**src/rtl/irqagg_pkg.sv**
```systemverilog
package irqagg_pkg;
  localparam int REG_AW    = 8;
  localparam int DATA_W    = 32;
  localparam int NUM_INTX  = 4;
  localparam int NUM_VEC   = 32;
  localparam int INTX_LSB  = 24;
  localparam int SUM_BIT   = INTX_LSB + NUM_INTX;

  localparam logic [REG_AW-1:0] OFF_ENABLE = 8'h00;
  localparam logic [REG_AW-1:0] OFF_LSTAT  = 8'h04;
  localparam logic [REG_AW-1:0] OFF_VSTAT  = 8'h08;

  typedef struct packed {
    logic              wr;
    logic              rd;
    logic [REG_AW-1:0] addr;
    logic [DATA_W-1:0] wdata;
  } reg_req_t;
endpackage

```
**src/rtl/irqagg_msi_capture.sv**
```systemverilog
module irqagg_msi_capture #(
  parameter int NUM_VEC = 32,
  parameter int AW = 8,
  parameter int DW = 32,
  parameter logic [AW-1:0] DOORBELL = 8'h40
) (
  input  logic               clk,
  input  logic               rst_n,
  input  logic               accept,
  input  logic [AW-1:0]      addr,
  input  logic [DW-1:0]      data,
  input  logic [NUM_VEC-1:0] clr_vec,
  input  logic               clr_sum,
  output logic [NUM_VEC-1:0] vec_stat,
  output logic               sum_stat
);
  logic               hit;
  logic [NUM_VEC-1:0] set_vec;

  assign hit = accept && (addr == DOORBELL) && (data < DW'(NUM_VEC));

  for (genvar v = 0; v < NUM_VEC; v++) begin : g_dec
    assign set_vec[v] = hit && (data == DW'(v));
  end

  always_ff @(posedge clk) begin
    if (!rst_n) begin
      vec_stat <= '0;
      sum_stat <= 1'b0;
    end else begin
      // a new capture overrides a clear of the same vector
      vec_stat <= (vec_stat & ~clr_vec) | set_vec;
      // summary cannot drop while any vector is still pending
      sum_stat <= (sum_stat & ~clr_sum) | (|vec_stat);
    end
  end
endmodule

```
**src/rtl/irqagg_intx_capture.sv**
```systemverilog
module irqagg_intx_capture #(
  parameter int NUM_INTX = 4
) (
  input  logic                clk,
  input  logic                rst_n,
  input  logic [NUM_INTX-1:0] level,
  input  logic [NUM_INTX-1:0] clr,
  output logic [NUM_INTX-1:0] stat
);
  for (genvar k = 0; k < NUM_INTX; k++) begin : g_line
    always_ff @(posedge clk) begin
      if (!rst_n) stat[k] <= 1'b0;
      else        stat[k] <= level[k] | (stat[k] & ~clr[k]);
    end
  end
endmodule

```
**src/rtl/irqagg_regs.sv**
```systemverilog
module irqagg_regs
  import irqagg_pkg::*;
#(
  parameter int NUM_VEC = 32
) (
  input  logic                clk,
  input  logic                rst_n,
  input  reg_req_t            req,
  input  logic [NUM_VEC-1:0]  vec_stat,
  input  logic                sum_stat,
  input  logic [NUM_INTX-1:0] intx_stat,
  output logic [NUM_INTX:0]   enable_q,
  output logic [NUM_VEC-1:0]  clr_vec,
  output logic                clr_sum,
  output logic [NUM_INTX-1:0] clr_intx,
  output logic [DATA_W-1:0]   rdata
);
  logic [DATA_W-1:0] lstat_word, enable_word, vstat_word, rd_mux;
  logic wr_lstat, wr_vstat, wr_enable;

  assign wr_enable = req.wr && (req.addr == OFF_ENABLE);
  assign wr_lstat  = req.wr && (req.addr == OFF_LSTAT);
  assign wr_vstat  = req.wr && (req.addr == OFF_VSTAT);

  assign clr_vec  = wr_vstat ? req.wdata[NUM_VEC-1:0] : '0;
  assign clr_intx = wr_lstat ? req.wdata[INTX_LSB +: NUM_INTX] : '0;
  assign clr_sum  = wr_lstat && req.wdata[SUM_BIT];

  always_comb begin
    lstat_word = '0;
    lstat_word[INTX_LSB +: NUM_INTX] = intx_stat;
    lstat_word[SUM_BIT] = sum_stat;
    enable_word = '0;
    enable_word[INTX_LSB +: NUM_INTX + 1] = enable_q;
    vstat_word = '0;
    vstat_word[NUM_VEC-1:0] = vec_stat;
    case (req.addr)
      OFF_ENABLE: rd_mux = enable_word;
      OFF_LSTAT:  rd_mux = lstat_word;
      OFF_VSTAT:  rd_mux = vstat_word;
      default:    rd_mux = '0;
    endcase
  end

  always_ff @(posedge clk) begin
    if (!rst_n) begin
      enable_q <= '0;
      rdata    <= '0;
    end else begin
      if (wr_enable) enable_q <= req.wdata[INTX_LSB +: NUM_INTX + 1];
      if (req.rd)    rdata    <= rd_mux;
    end
  end
endmodule

```
**src/rtl/irqagg_top.sv**
```systemverilog
module irqagg_top
  import irqagg_pkg::*;
#(
  parameter logic [REG_AW-1:0] DOORBELL = 8'h40
) (
  input  logic                clk_i,
  input  logic                rst_ni,
  input  logic                reg_wr_i,
  input  logic                reg_rd_i,
  input  logic [REG_AW-1:0]   reg_addr_i,
  input  logic [DATA_W-1:0]   reg_wdata_i,
  output logic [DATA_W-1:0]   reg_rdata_o,
  input  logic                msi_valid_i,
  output logic                msi_ready_o,
  input  logic [REG_AW-1:0]   msi_addr_i,
  input  logic [DATA_W-1:0]   msi_data_i,
  input  logic [NUM_INTX-1:0] intx_i,
  output logic                irq_o
);
  reg_req_t            req;
  logic                ready_q;
  logic [NUM_VEC-1:0]  vec_stat, clr_vec;
  logic                sum_stat, clr_sum;
  logic [NUM_INTX-1:0] intx_stat, clr_intx;
  logic [NUM_INTX:0]   enable_q;

  assign req = '{wr: reg_wr_i, rd: reg_rd_i, addr: reg_addr_i, wdata: reg_wdata_i};

  always_ff @(posedge clk_i) begin
    if (!rst_ni) ready_q <= 1'b0;
    else         ready_q <= 1'b1;
  end
  assign msi_ready_o = ready_q;

  irqagg_msi_capture #(
    .NUM_VEC(NUM_VEC), .AW(REG_AW), .DW(DATA_W), .DOORBELL(DOORBELL)
  ) u_msi (
    .clk(clk_i), .rst_n(rst_ni),
    .accept(msi_valid_i && ready_q), .addr(msi_addr_i), .data(msi_data_i),
    .clr_vec(clr_vec), .clr_sum(clr_sum),
    .vec_stat(vec_stat), .sum_stat(sum_stat)
  );

  irqagg_intx_capture #(.NUM_INTX(NUM_INTX)) u_intx (
    .clk(clk_i), .rst_n(rst_ni), .level(intx_i), .clr(clr_intx), .stat(intx_stat)
  );

  irqagg_regs #(.NUM_VEC(NUM_VEC)) u_regs (
    .clk(clk_i), .rst_n(rst_ni), .req(req),
    .vec_stat(vec_stat), .sum_stat(sum_stat), .intx_stat(intx_stat),
    .enable_q(enable_q), .clr_vec(clr_vec), .clr_sum(clr_sum),
    .clr_intx(clr_intx), .rdata(reg_rdata_o)
  );

  assign irq_o = |({sum_stat, intx_stat} & enable_q);
endmodule

```
**config.mk**
```make
export PLATFORM = sky130hd
export DESIGN_NAME = irqagg_top
export DESIGN_NICKNAME = d
export VERILOG_FILES = /design/src/rtl/irqagg_pkg.sv /design/src/rtl/irqagg_msi_capture.sv /design/src/rtl/irqagg_intx_capture.sv /design/src/rtl/irqagg_regs.sv /design/src/rtl/irqagg_top.sv
export SDC_FILE = /design/constraint.sdc
export NUM_CORES = 1
export LEC_CHECK = 0
export BUFFER_PORTS_ARGS = -buffer_cell sky130_fd_sc_hd__buf_2
export CAP_MARGIN = 40
export CELL_PAD_IN_SITES_DETAIL_PLACEMENT = 1
export CELL_PAD_IN_SITES_GLOBAL_PLACEMENT = 1
export CORE_MARGIN = 1
export CORE_UTILIZATION = 38
export CTS_BUF_LIST = sky130_fd_sc_hd__clkbuf_4
export DETAILED_ROUTE_END_ITERATION = 8
export PLACE_DENSITY_LB_ADDON = 0.1
export SLEW_MARGIN = 30
export SYNTH_ARGS = -nofsm -noshare
export SYNTH_HDL_FRONTEND = slang
export SYNTH_SLANG_ARGS = --single-unit
```
**constraint.sdc**
```tcl
create_clock -name clk_i -period 2.8 [get_ports clk_i]
set_clock_uncertainty 0.1 [all_clocks]
set_input_delay 0.7 -clock clk_i [delete_from_list [all_inputs] [get_ports clk_i]]
set_output_delay 0.7 -clock clk_i [all_outputs]
set_load 0.05 [all_outputs]
```
### Word level (Yosys, flattened, before mapping)

Index checks and enable logic that the tools add are counted.

| storage, ports and cells | value |
|---|---|
| register bits after elaboration | 75 |
| input bits | 89 |
| word-level logic and storage cells | 110 |

| operators by class | value |
|---|---|
| order comparisons | 1 |
| equality and inequality tests | 34 |
| multiplexer cells | 4 |
| bitwise operators | 19 |
| reductions and logical operators | 43 |

Operators with widths:

| kind | number |
|---|---|
| equality test 32 x 5 -> 1 bit, second input constant | 16 |
| equality test 32 x 4 -> 1 bit, second input constant | 8 |
| equality test 32 x 3 -> 1 bit, second input constant | 4 |
| one-hot mux 32 bit (3 select lines) | 1 |
| equality test 32 x 2 -> 1 bit, second input constant | 2 |
| logical AND 1 bit | 39 |
| bitwise AND 32 bit | 1 |
| equality test 32 x 1 -> 1 bit, second input constant | 1 |
| logical NOT 32 bit | 1 |
| < comparator 32 x 6 -> 1 bit, second input constant | 1 |
| two-way mux 32 bit | 1 |
| inverter 32 bit | 1 |
| OR 32 bit | 1 |
| OR reduction 32 bit | 1 |
| equality test 8 x 3 -> 1 bit, second input constant | 1 |
| equality test 8 x 4 -> 1 bit, second input constant | 1 |
| equality test 8 x 7 -> 1 bit, second input constant | 1 |
| logical NOT 8 bit | 1 |
| bitwise AND 1 bit | 5 |
| bitwise AND 5 bit | 1 |
| inverter 1 bit | 5 |
| OR 1 bit | 5 |
| OR reduction 5 bit | 1 |
| two-way mux 4 bit | 1 |
| two-way mux 1 bit | 1 |

### Longest topological paths before layout

Gate-level depths: netlist (run 1).

| logic depth | value |
|---|---|
| word-level depth | 6 |
| depth in mapped cells | 6 |

### Cells and area by module

From an unflattened synthesis (run 1), not the netlist that was laid out.

| unflattened totals | value |
|---|---|
| cells, all modules | 421 |
| area total of the unflattened synthesis | 3,738.6 µm² |

By module, submodules not included:

| module | times used | cells each | area each (µm²) |
|---|---|---|---|
| irqagg_regs | 1 | 234 | 1,940.6 |
| irqagg_msi_capture | 1 | 170 | 1,585.3 |
| irqagg_intx_capture | 1 | 12 | 165.2 |
| irqagg_top | 1 | 5 | 47.5 |

### Worst setup path after synthesis (run 1)

OpenSTA, ideal clock, no wires.

| path | value |
|---|---|
| kind | input-to-reg |
| start | input msi_data_i[16] |
| end | register u_msi.vec_stat[18] |
| setup time | 0.096 ns |
| data arrival time | 2.076 ns |
| path slack | 0.529 ns |
| stages on the path | 5 |
| path buffers | 2 |
| cells stage by stage | or3_1 > or4_1 > clkbuf_2 > buf_6 > o41ai_2 |

| on the way | value |
|---|---|
| cells in the longest elaborated chain, start to end | 4 |

RTL lines:

| element | RTL line | text |
|---|---|---|
| start, declared | irqagg_top.sv:16 | `input logic [DATA_W-1:0] msi_data_i,` |
| < comparator 32 x 6 -> 1 bit | irqagg_msi_capture.sv:20 | `assign hit = accept && (addr == DOORBELL) && (data < DW'(NUM_VEC));` |
| logical AND 1 bit | irqagg_msi_capture.sv:20 |  |
| logical AND 1 bit * | irqagg_msi_capture.sv:23 | `assign set_vec[v] = hit && (data == DW'(v));` |
| OR 32 bit * | irqagg_msi_capture.sv:32 | `vec_stat <= (vec_stat & ~clr_vec) \| set_vec;` |
| end signal, assigned | irqagg_msi_capture.sv:32 |  |
| end, declared | irqagg_msi_capture.sv:14 | `output logic [NUM_VEC-1:0] vec_stat,` |

Mark *: on every way between the ends. The rest lies on a longest branch, timed or not.
A chain may end at the register's enable or synchronous reset.

### Worst setup path after layout (run 1)

| path | value |
|---|---|
| start | register u_msi.sum_stat |
| end | output irq_o |

| on the way | value |
|---|---|
| cells in the longest elaborated chain, start to end | 2 |

RTL lines:

| element | RTL line | text |
|---|---|---|
| start, declared | irqagg_msi_capture.sv:15 | `output logic sum_stat` |
| start signal, assigned | irqagg_msi_capture.sv:34 | `sum_stat <= (sum_stat & ~clr_sum) \| (\|vec_stat);` |
| bitwise AND 5 bit | irqagg_top.sv:55 | `assign irq_o = \|({sum_stat, intx_stat} & enable_q);` |
| OR reduction 5 bit | irqagg_top.sv:55 |  |
| end, declared | irqagg_top.sv:18 | `output logic irq_o` |

Every way passes these cells.

==> results of run 1 <==
## registers in the layout, indices dropped and copies added, names as in the netlist
register / count
u_msi.vec_stat: 32
u_msi.sum_stat: 1
msi_ready_o: 1
u_intx.stat: 4
u_regs.enable_q: 5
u_regs.rdata: 32
## per-layer routing
metal	routed length [um]	vias to the layer above	share of wire [%]
met5	0	-	0
met4	65	0	0.63
met3	528	6	5.1
met2	4530	100	44
met1	5240	1551	51
li1	-	1584	-
## cell type report
class | count | area [um^2] | share of cell area (%)
multi-input combinational | 273 | 1810 | 42.4
sequential | 75 | 1500 | 35.2
timing repair buffer | 128 | 668 | 15.7
tap | 108 | 135 | 3.17
clock buffer | 10 | 75.1 | 1.76
clock inverter | 6 | 66.3 | 1.56
inverter | 2 | 7.51 | 0.176
## cells by family after synthesis
logic type             count (synthesis)  synth area share [%]
AND/OR/NAND/NOR                      150                  21.6
AO/OA/AOI/OAI                        113                  27.7
flip-flops                            75                  43.4
buffers and inverters                 28                  4.41
multiplexers                          10                  2.89
## worst register-to-register path, cell delays in order, from the launching register on
cell	delay, ns
sky130_fd_sc_hd__dfxtp_1	0.36
sky130_fd_sc_hd__nand3_1	0.06
sky130_fd_sc_hd__or4_1	0.41
sky130_fd_sc_hd__buf_4	0.26
sky130_fd_sc_hd__o41ai_1	0.32
## Yosys cell counts (all sizes together)
cell	count
nand2b	3
o41ai	4
clkinv	1
o21a	4
a222oi	1
nor4b	1
buf	7
nand2	90
o2bb2ai	5
or3	2
nor2b	6
nor4	18
o31a	1
nand4b	2
nand3	5
mux2i	10
or2	4
nand4	6
a21boi	32
inv	1
and2	5
a2bb2oi	5
nand3b	2
o31ai	28
a22oi	1
and4	1
nor2	3
a21o	32
or4	2
dfxtp	75
clkbuf	19
## path summary, 6_finish.rpt
path | from | end | slack (ns) | cells past startpoint
worst min register to register | u_regs.rdata[18] | u_regs.rdata[18] | 0.38 | 2
worst max-delay path | u_msi.sum_stat | irq_o | 0.55 | 3
worst max register to register | msi_ready_o | u_msi.vec_stat[16] | 1.21 | 4
worst min-delay path | u_regs.rdata[18] | u_regs.rdata[18] | 0.38 | 2
## through the flow
| stage | instances | utilization, % | setup WS (ns) | cell area [um^2] |
|---|---|---|---|---|
| 2_1_floorplan | 376 | - | 0.529 | 3460 |
| 3_3_place_gp | 586 | 47.0 | 0.307 | 4120 |
| 3_5_place_dp | 586 | 47.0 | 0.281 | 4120 |
| 4_1_cts | 602 | 48.6 | 0.511 | 4260 |
| 5_1_grt | 602 | 48.6 | 0.483 | 4260 |
| 6_report | 602 | 48.6 | 0.553 | 4260 |
## power breakdown
part	switching [uW]	total, uW	leakage [uW]	internal, uW
clock network	394	676	0.0000686	282
registers	4.03	1080	0.000605	1070
logic	88.7	161	0.00107	72.7
==> impl_results.html, run 1 <==
<table>
<tr><th>Metric</th><th>Value</th></tr>
<tr><th colspan="2">Job</th></tr>
<tr><td>Count of maximum capacitance violations</td><td>0</td></tr>
<tr><th colspan="2">Critical path</th></tr>
<tr><td>Worst Setup Path Type</td><td>register to output port</td></tr>
<tr><td>CP bufs+invs</td><td>1</td></tr>
<tr><td>Largest fanout on the critical path</td><td>3</td></tr>
<tr><td>Top cell family by delay on the critical path</td><td>compound AO/OA/AOI/OAI gates</td></tr>
<tr><td>Slowest stage cell, crit path</td><td>sky130_fd_sc_hd__a222oi_1</td></tr>
<tr><td>CP cell instances</td><td>a222oi_1 -&gt; nand2_1 -&gt; buf_2</td></tr>
<tr><td>CP arrival</td><td>1.45 ns</td></tr>
<tr><td>CP Capture Type</td><td>output port</td></tr>
<tr><td>Kind of start point of the critical path</td><td>register</td></tr>
<tr><td>Crit path largest cell delay</td><td>0.41 ns</td></tr>
<tr><td>Data required time of the critical path</td><td>about 2 ns</td></tr>
<tr><th colspan="2">Clock tree</th></tr>
<tr><td>CTS Buffer Depth</td><td>2</td></tr>
<tr><td>Setup fix buffers added after clock tree synthesis</td><td>0</td></tr>
<tr><td>Clock tree from TritonCTS</td><td>done</td></tr>
<tr><td>Clock root buffer</td><td>sky130_fd_sc_hd__clkbuf_4</td></tr>
<tr><td>Clock latency at the later pin of the worst-skew pair</td><td>0.41 ns</td></tr>
<tr><td>Max H-tree Level</td><td>3</td></tr>
<tr><td>Clock transition at path regs</td><td>around 0.12 ns</td></tr>
<tr><td>Hold buffer count at cts</td><td>0</td></tr>
<tr><td>Number of CTS-inserted buffers</td><td>9</td></tr>
<tr><td>TritonCTS Sinks</td><td>75</td></tr>
<tr><td>Post-cts repair resize count</td><td>0</td></tr>
<tr><th colspan="2">Timing</th></tr>
<tr><td>Maximum achievable frequency</td><td>about 0.45 GHz</td></tr>
<tr><td>WHS</td><td>between 0.3 and 0.4 ns</td></tr>
<tr><td>Final period utilization</td><td>between 80% and 90%</td></tr>
<tr><td>Number of hold-slack violations in the final timing report</td><td>0</td></tr>
<tr><td>Measured slew at the worst slew-check pin</td><td>0.504 ns</td></tr>
<tr><td>Final slew viol count</td><td>0</td></tr>
<tr><td>Unrepaired setup endpoints after global routing</td><td>no</td></tr>
<tr><td>Total setup violations reported at the end of the flow</td><td>0</td></tr>
<tr><td>Post-layout minimum cycle time</td><td>about 2.2 ns</td></tr>
<tr><td>Headroom to the max-slew limit</td><td>66.1%</td></tr>
<tr><td>Final TNS setup</td><td>0 ns</td></tr>
<tr><th colspan="2">Placement</th></tr>
<tr><td>RD Place Congestion</td><td>0.769</td></tr>
<tr><td>DP Wirelength</td><td>7790 um</td></tr>
<tr><td>Count of port buffers added during placement</td><td>122</td></tr>
<tr><th colspan="2">Detailed routing</th></tr>
<tr><td>Detail Route Antenna Nets</td><td>0</td></tr>
<tr><td>DRT Wirelength</td><td>10,400 um</td></tr>
<tr><td>Drt drc</td><td>0</td></tr>
<tr><td>Number of DRC markers in iteration 0</td><td>123</td></tr>
<tr><td>Via total after detailed routing</td><td>between 3,000 and 4,000</td></tr>
<tr><td>WL per Instance</td><td>17.2 um</td></tr>
<tr><td>Via count normalized by instance count</td><td>5.38</td></tr>
<tr><td>Router iterations before antenna repair</td><td>4</td></tr>
<tr><th colspan="2">Status</th></tr>
<tr><td>Result of the run</td><td>complete, no violations</td></tr>
<tr><th colspan="2">Layout</th></tr>
<tr><td>Fraction of final layout cells sized beyond drive strength 1</td><td>approximately a third</td></tr>
<tr><td>Number of inserted diodes</td><td>0</td></tr>
<tr><td>Final nets</td><td>578</td></tr>
<tr><td>Post-synthesis to final-layout area growth</td><td>23.1%</td></tr>
<tr><td>FILL cells</td><td>1,080</td></tr>
<tr><td>Top library cells by usage in the layout, fill and taps aside</td><td>sky130_fd_sc_hd__buf_2 (122), sky130_fd_sc_hd__nand2_1 (90), sky130_fd_sc_hd__dfxtp_1 (75), sky130_fd_sc_hd__a21o_1 (32), sky130_fd_sc_hd__o31ai_1 (28)</td></tr>
<tr><td>Most common cell after layout, fill and taps aside</td><td>sky130_fd_sc_hd__buf_2</td></tr>
<tr><th colspan="2">Global route</th></tr>
<tr><td>Global-route met2 utilization</td><td>33.9%</td></tr>
<tr><td>Grt peak-use layer</td><td>met2</td></tr>
<tr><td>Maximum number of pins on one net before global-route repair</td><td>35</td></tr>
<tr><td>Vias in the first global route</td><td>3,243</td></tr>
<tr><td>Antenna violations before repair</td><td>0</td></tr>
<tr><td>Global-route track usage on met1</td><td>32.9%</td></tr>
<tr><td>Global-route wire length before repair</td><td>16,800 um</td></tr>
<tr><td>Global routing usage summed across all routing layers</td><td>22.3%</td></tr>
<tr><td>Residual overflow from global routing</td><td>0</td></tr>
<tr><td>Global Route met3 Usage</td><td>about 4.2%</td></tr>
<tr><th colspan="2">Synth</th></tr>
<tr><td>Net count of the mapped netlist</td><td>approximately 470</td></tr>
<tr><td>Post-synthesis cell count</td><td>376</td></tr>
<tr><td>Main area contributors after synthesis</td><td>sky130_fd_sc_hd__dfxtp_1 (43%), sky130_fd_sc_hd__nand2_1 (9.8%), sky130_fd_sc_hd__a21o_1 (6.9%)</td></tr>
<tr><td>Syn Area/Cell</td><td>9.21 um^2</td></tr>
<tr><td>Number of register bits inferred by synthesis</td><td>75</td></tr>
<tr><td>Synth top area share</td><td>43.4%</td></tr>
<tr><td>Synth warn</td><td>0</td></tr>
<tr><td>Yosys cell types</td><td>39</td></tr>
<tr><td>Synth area leader</td><td>sky130_fd_sc_hd__dfxtp_1</td></tr>
<tr><td>Part of the Yosys area used for sequential elements</td><td>43.4%</td></tr>
<tr><td>Mapped cell area</td><td>3460 um^2</td></tr>
<tr><th colspan="2">Floorplan</th></tr>
<tr><td>Starting density of the core</td><td>39.5%</td></tr>
<tr><td># IOs</td><td>approximately 120</td></tr>
<tr><td>Die Ht</td><td>97.5 um</td></tr>
<tr><td>Core area</td><td>8760 um^2</td></tr>
<tr><td>Standard-cell rows</td><td>34</td></tr>
<tr><td>Die outline area</td><td>9500 um^2</td></tr>
<tr><td>Die X</td><td>97.5 um</td></tr>
<tr><th colspan="2">Worst hold path</th></tr>
<tr><td>Worst hold-check path type</td><td>register to register</td></tr>
<tr><th colspan="2">Power</th></tr>
<tr><td>Worst vdd rail ir drop</td><td>197 uV</td></tr>
<tr><td>Overall power after layout</td><td>1910 uW</td></tr>
<tr><td>Leakage</td><td>roughly 0.0017 uW</td></tr>
<tr><td>PwrDens</td><td>between 400 and 500 nW/um^2</td></tr>
</table>
Power figures use the tool's default switching activity.
==> run 2, diff against run 1 <==
clock period = 2.1 ns   (was 2.8 ns; I/O delays follow)
==> impl_results.html, run 2 (synthesis gave the netlist of run 1 again) <==
<table>
<tr><th>Metric</th><th>Value</th></tr>
<tr><th colspan="2">Placement</th></tr>
<tr><td>DP Wirelength</td><td>7700 um (-1.1%)</td></tr>
<tr><td>Count of port buffers added during placement</td><td>122 (unchanged)</td></tr>
<tr><td>Place WS</td><td>-0.293 ns (-0.574 ns)</td></tr>
<tr><td>Instance count after placement with tap cells included</td><td>589 (+0.51%)</td></tr>
<tr><td>RD Place Congestion</td><td>0.766 (-0.35%)</td></tr>
<tr><th colspan="2">Timing</th></tr>
<tr><td>Final period utilization</td><td>approximately 100%</td></tr>
<tr><td>Total setup violations reported at the end of the flow</td><td>0 (unchanged)</td></tr>
<tr><td>Final slew viol count</td><td>0 (unchanged)</td></tr>
<tr><td>Maximum achievable frequency</td><td>about 0.5 GHz</td></tr>
<tr><td>Headroom to the max-slew limit</td><td>70.8% (+4.7 points)</td></tr>
<tr><td>Post-layout minimum cycle time</td><td>between 2 and 2.5 ns</td></tr>
<tr><td>Post-route worst setup slack</td><td>0.0459 ns (-0.507 ns)</td></tr>
<tr><td>Number of hold-slack violations in the final timing report</td><td>0 (unchanged)</td></tr>
<tr><td>Unrepaired setup endpoints after global routing</td><td>no</td></tr>
<tr><td>Measured slew at the worst slew-check pin</td><td>0.435 ns (-0.0693 ns)</td></tr>
<tr><th colspan="2">Worst hold path</th></tr>
<tr><td>Worst hold-check path type</td><td>input port to register</td></tr>
<tr><td>Hold path depth</td><td>2 (unchanged)</td></tr>
<tr><td>Worst Hold Endpoint</td><td>u_intx.stat[2]</td></tr>
<tr><td>Critical hold path startpoint</td><td>intx_i[2]</td></tr>
<tr><th colspan="2">Layout</th></tr>
<tr><td>Top library cells by usage in the layout, fill and taps aside</td><td>sky130_fd_sc_hd__buf_2 (121), sky130_fd_sc_hd__nand2_1 (90), sky130_fd_sc_hd__dfxtp_1 (75), sky130_fd_sc_hd__a21o_1 (32), sky130_fd_sc_hd__o31ai_1 (28)</td></tr>
<tr><td>FILL cells</td><td>1,050 (-2.8%)</td></tr>
<tr><td>Number of inserted diodes</td><td>0 (unchanged)</td></tr>
<tr><td>FF/Latch Area</td><td>1500 um^2 (unchanged)</td></tr>
<tr><td>Area occupied by multi-input gates</td><td>1810 um^2 (unchanged)</td></tr>
<tr><td>Most common cell after layout, fill and taps aside</td><td>sky130_fd_sc_hd__buf_2</td></tr>
<tr><td>Post-route insts no fill</td><td>605 (+0.50%)</td></tr>
<tr><td>Fraction of final layout cells sized beyond drive strength 1</td><td>35.4% (+0.39 points)</td></tr>
<tr><td>Post-synthesis to final-layout area growth</td><td>26.3%</td></tr>
<tr><td>Biggest registers after layout</td><td>u_msi.vec_stat x32, u_regs.rdata x32, u_regs.enable_q x5</td></tr>
<tr><td>Final nets</td><td>581 (+0.52%)</td></tr>
<tr><th colspan="2">Clock tree</th></tr>
<tr><td>Clock latency at the later pin of the worst-skew pair</td><td>0.42 ns (about the same)</td></tr>
<tr><td>CTS Buffer Depth</td><td>2 (unchanged)</td></tr>
<tr><td>Clock root buffer</td><td>sky130_fd_sc_hd__clkbuf_4</td></tr>
<tr><td>Clock tree from TritonCTS</td><td>done</td></tr>
<tr><td>TritonCTS Sinks</td><td>75 (unchanged)</td></tr>
<tr><td>Max H-tree Level</td><td>3 (unchanged)</td></tr>
<tr><td>Hold buffer count at cts</td><td>0 (unchanged)</td></tr>
<tr><td>Number of CTS-inserted buffers</td><td>9 (unchanged)</td></tr>
<tr><td>Clock transition at path regs</td><td>0.14 ns (+0.02 ns)</td></tr>
<tr><th colspan="2">Global route</th></tr>
<tr><td>Antenna violations before repair</td><td>0 (unchanged)</td></tr>
<tr><td>Global routing usage summed across all routing layers</td><td>22.0% (-0.23 points)</td></tr>
<tr><td>Global-route wire length before repair</td><td>16,600 um (-1.2%)</td></tr>
<tr><td>Maximum number of pins on one net before global-route repair</td><td>42 (+20%)</td></tr>
<tr><td>Residual overflow from global routing</td><td>0 (unchanged)</td></tr>
<tr><td>Vias in the first global route</td><td>3,244 (+0.031%)</td></tr>
<tr><th colspan="2">Critical path</th></tr>
<tr><td>Top cell family by delay on the critical path</td><td>flip-flops</td></tr>
<tr><td>CP bufs+invs</td><td>1 (unchanged)</td></tr>
<tr><td>Worst R2R Setup Slack</td><td>0.52 ns (-0.69 ns)</td></tr>
<tr><td>CP cell instances</td><td>a222oi_1 -&gt; nand2_1 -&gt; buf_4</td></tr>
<tr><td>Worst flop-to-flop path startpoint</td><td>msi_ready_o</td></tr>
<tr><td>Largest fanout on the critical path</td><td>3 (unchanged)</td></tr>
<tr><td>R2R depth</td><td>4 (unchanged)</td></tr>
<tr><td>Data required time of the critical path</td><td>1.47 ns (-0.53 ns)</td></tr>
<tr><td>CP arrival</td><td>1.43 ns (-0.02 ns)</td></tr>
<tr><td>R2R Path End</td><td>u_msi.vec_stat[16]</td></tr>
<tr><td>Slowest stage cell, crit path</td><td>sky130_fd_sc_hd__dfxtp_1</td></tr>
<tr><td>Worst Setup Path Type</td><td>register to output port</td></tr>
<tr><td>Kind of start point of the critical path</td><td>register</td></tr>
<tr><td>Crit path largest cell delay</td><td>0.35 ns (-0.06 ns)</td></tr>
<tr><td>CP Capture Type</td><td>output port</td></tr>
<tr><th colspan="2">Floorplan</th></tr>
<tr><td>Die X</td><td>97.5 um (unchanged)</td></tr>
<tr><td>Die Ht</td><td>97.5 um (unchanged)</td></tr>
<tr><td>Starting density of the core</td><td>39.5% (unchanged)</td></tr>
<tr><td># IOs</td><td>123 (unchanged)</td></tr>
<tr><td>Core area</td><td>8760 um^2 (unchanged)</td></tr>
<tr><td>Die outline area</td><td>9500 um^2 (unchanged)</td></tr>
<tr><td>Standard-cell rows</td><td>34 (unchanged)</td></tr>
<tr><th colspan="2">Power</th></tr>
<tr><td>Leakage</td><td>0.00180 uW (+3.1%)</td></tr>
<tr><td>Worst vdd rail ir drop</td><td>258 uV (+31%)</td></tr>
<tr><td>PwrDens</td><td>642 nW/um^2 (+43%)</td></tr>
<tr><td>Overall power after layout</td><td>2810 uW (+47%)</td></tr>
<tr><th colspan="2">Detailed routing</th></tr>
<tr><td>Number of DRC markers in iteration 0</td><td>106 (-14%)</td></tr>
<tr><td>Detail Route Antenna Nets</td><td>0 (unchanged)</td></tr>
<tr><td>Via count normalized by instance count</td><td>5.29 (-1.8%)</td></tr>
<tr><td>Via total after detailed routing</td><td>3,200 (-1.3%)</td></tr>
<tr><td>Drt drc</td><td>0 (unchanged)</td></tr>
<tr><td>WL per Instance</td><td>16.8 um (-2.6%)</td></tr>
<tr><td>Router iterations before antenna repair</td><td>4 (unchanged)</td></tr>
<tr><td>DRT Wirelength</td><td>10,100 um (-2.1%)</td></tr>
<tr><th colspan="2">Status</th></tr>
<tr><td>Result of the run</td><td>complete, no violations</td></tr>
<tr><th colspan="2">Job</th></tr>
<tr><td>Count of maximum capacitance violations</td><td>0 (unchanged)</td></tr>
</table>
## run 2: through the flow
step	setup TNS, ns	instance area [um^2]	hold slack (ns)	util, %
2_1_floorplan	0	3460	0.356	-
5_1_grt	0	4370	0.188	49.9
3_3_place_gp	-4.29	4180	0.354	47.7
6_report	0	4370	0.198	49.9
4_1_cts	0	4370	0.181	49.9
3_5_place_dp	-7.53	4180	0.359	47.7
## run 2: final cells by class
cell class / instances / share of cell area, %
Clock buffer: 10 / 1.72
Clock inverter: 6 / 2.60
Inverter: 2 / 0.172
Multi-Input combinational cell: 273 / 41.4
Sequential cell: 75 / 34.3
Tap cell: 108 / 3.09
Timing Repair Buffer: 131 / 16.7
## run 2: routing by layer
layer	up-vias	share of wire, %	track usage (%)
li1	1590	-	-
met1	1505	51	32.3
met2	98	44	33.6
met3	7	5.1	3.96
met4	0	0.85	5.09
met5	-	0	0
## run 2: how the worst max path moves through the flow
stage / start / endpoint / slack [ns] / depth (start not counted)
4_1_cts: u_msi.sum_stat / irq_o / 0.01 / 3
5_1_grt: u_msi.sum_stat / irq_o / 0.01 / 3
3_5_place_dp: msi_data_i[20] / u_msi.vec_stat[16] / -0.29 / 6
3_3_place_gp: msi_data_i[20] / u_msi.vec_stat[16] / -0.18 / 6
2_1_floorplan: msi_data_i[16] / u_msi.vec_stat[18] / 0.004 / 5
6_report: u_msi.sum_stat / irq_o / 0.05 / 3
## run 2: where the power goes
| part | leakage [uW] | total [uW] | switching (uW) | internal (uW) |
|---|---|---|---|---|
| Clock | 0.0000928 | 1150 | 537 | 618 |
| Sequential | 0.000605 | 1430 | 5.80 | 1430 |
| Combinational | 0.00110 | 217 | 116 | 101 |
| Total | 0.00180 | 2810 | 659 | 2150 |
## run 2: what timing repair did
action | 4_1_cts | 5_1_grt
setup endpoints to repair | 0 | 1
gates resized for setup | 0 | 2
setup buffers | 0 | 0
## run 2: worst register-to-register path, stage by stage, from the launching register on
cell and delay, ns:
sky130_fd_sc_hd__dfxtp_1 0.36, sky130_fd_sc_hd__nand3_1 0.06, sky130_fd_sc_hd__or4_1 0.46, sky130_fd_sc_hd__buf_12 0.20, sky130_fd_sc_hd__o41ai_1 0.31
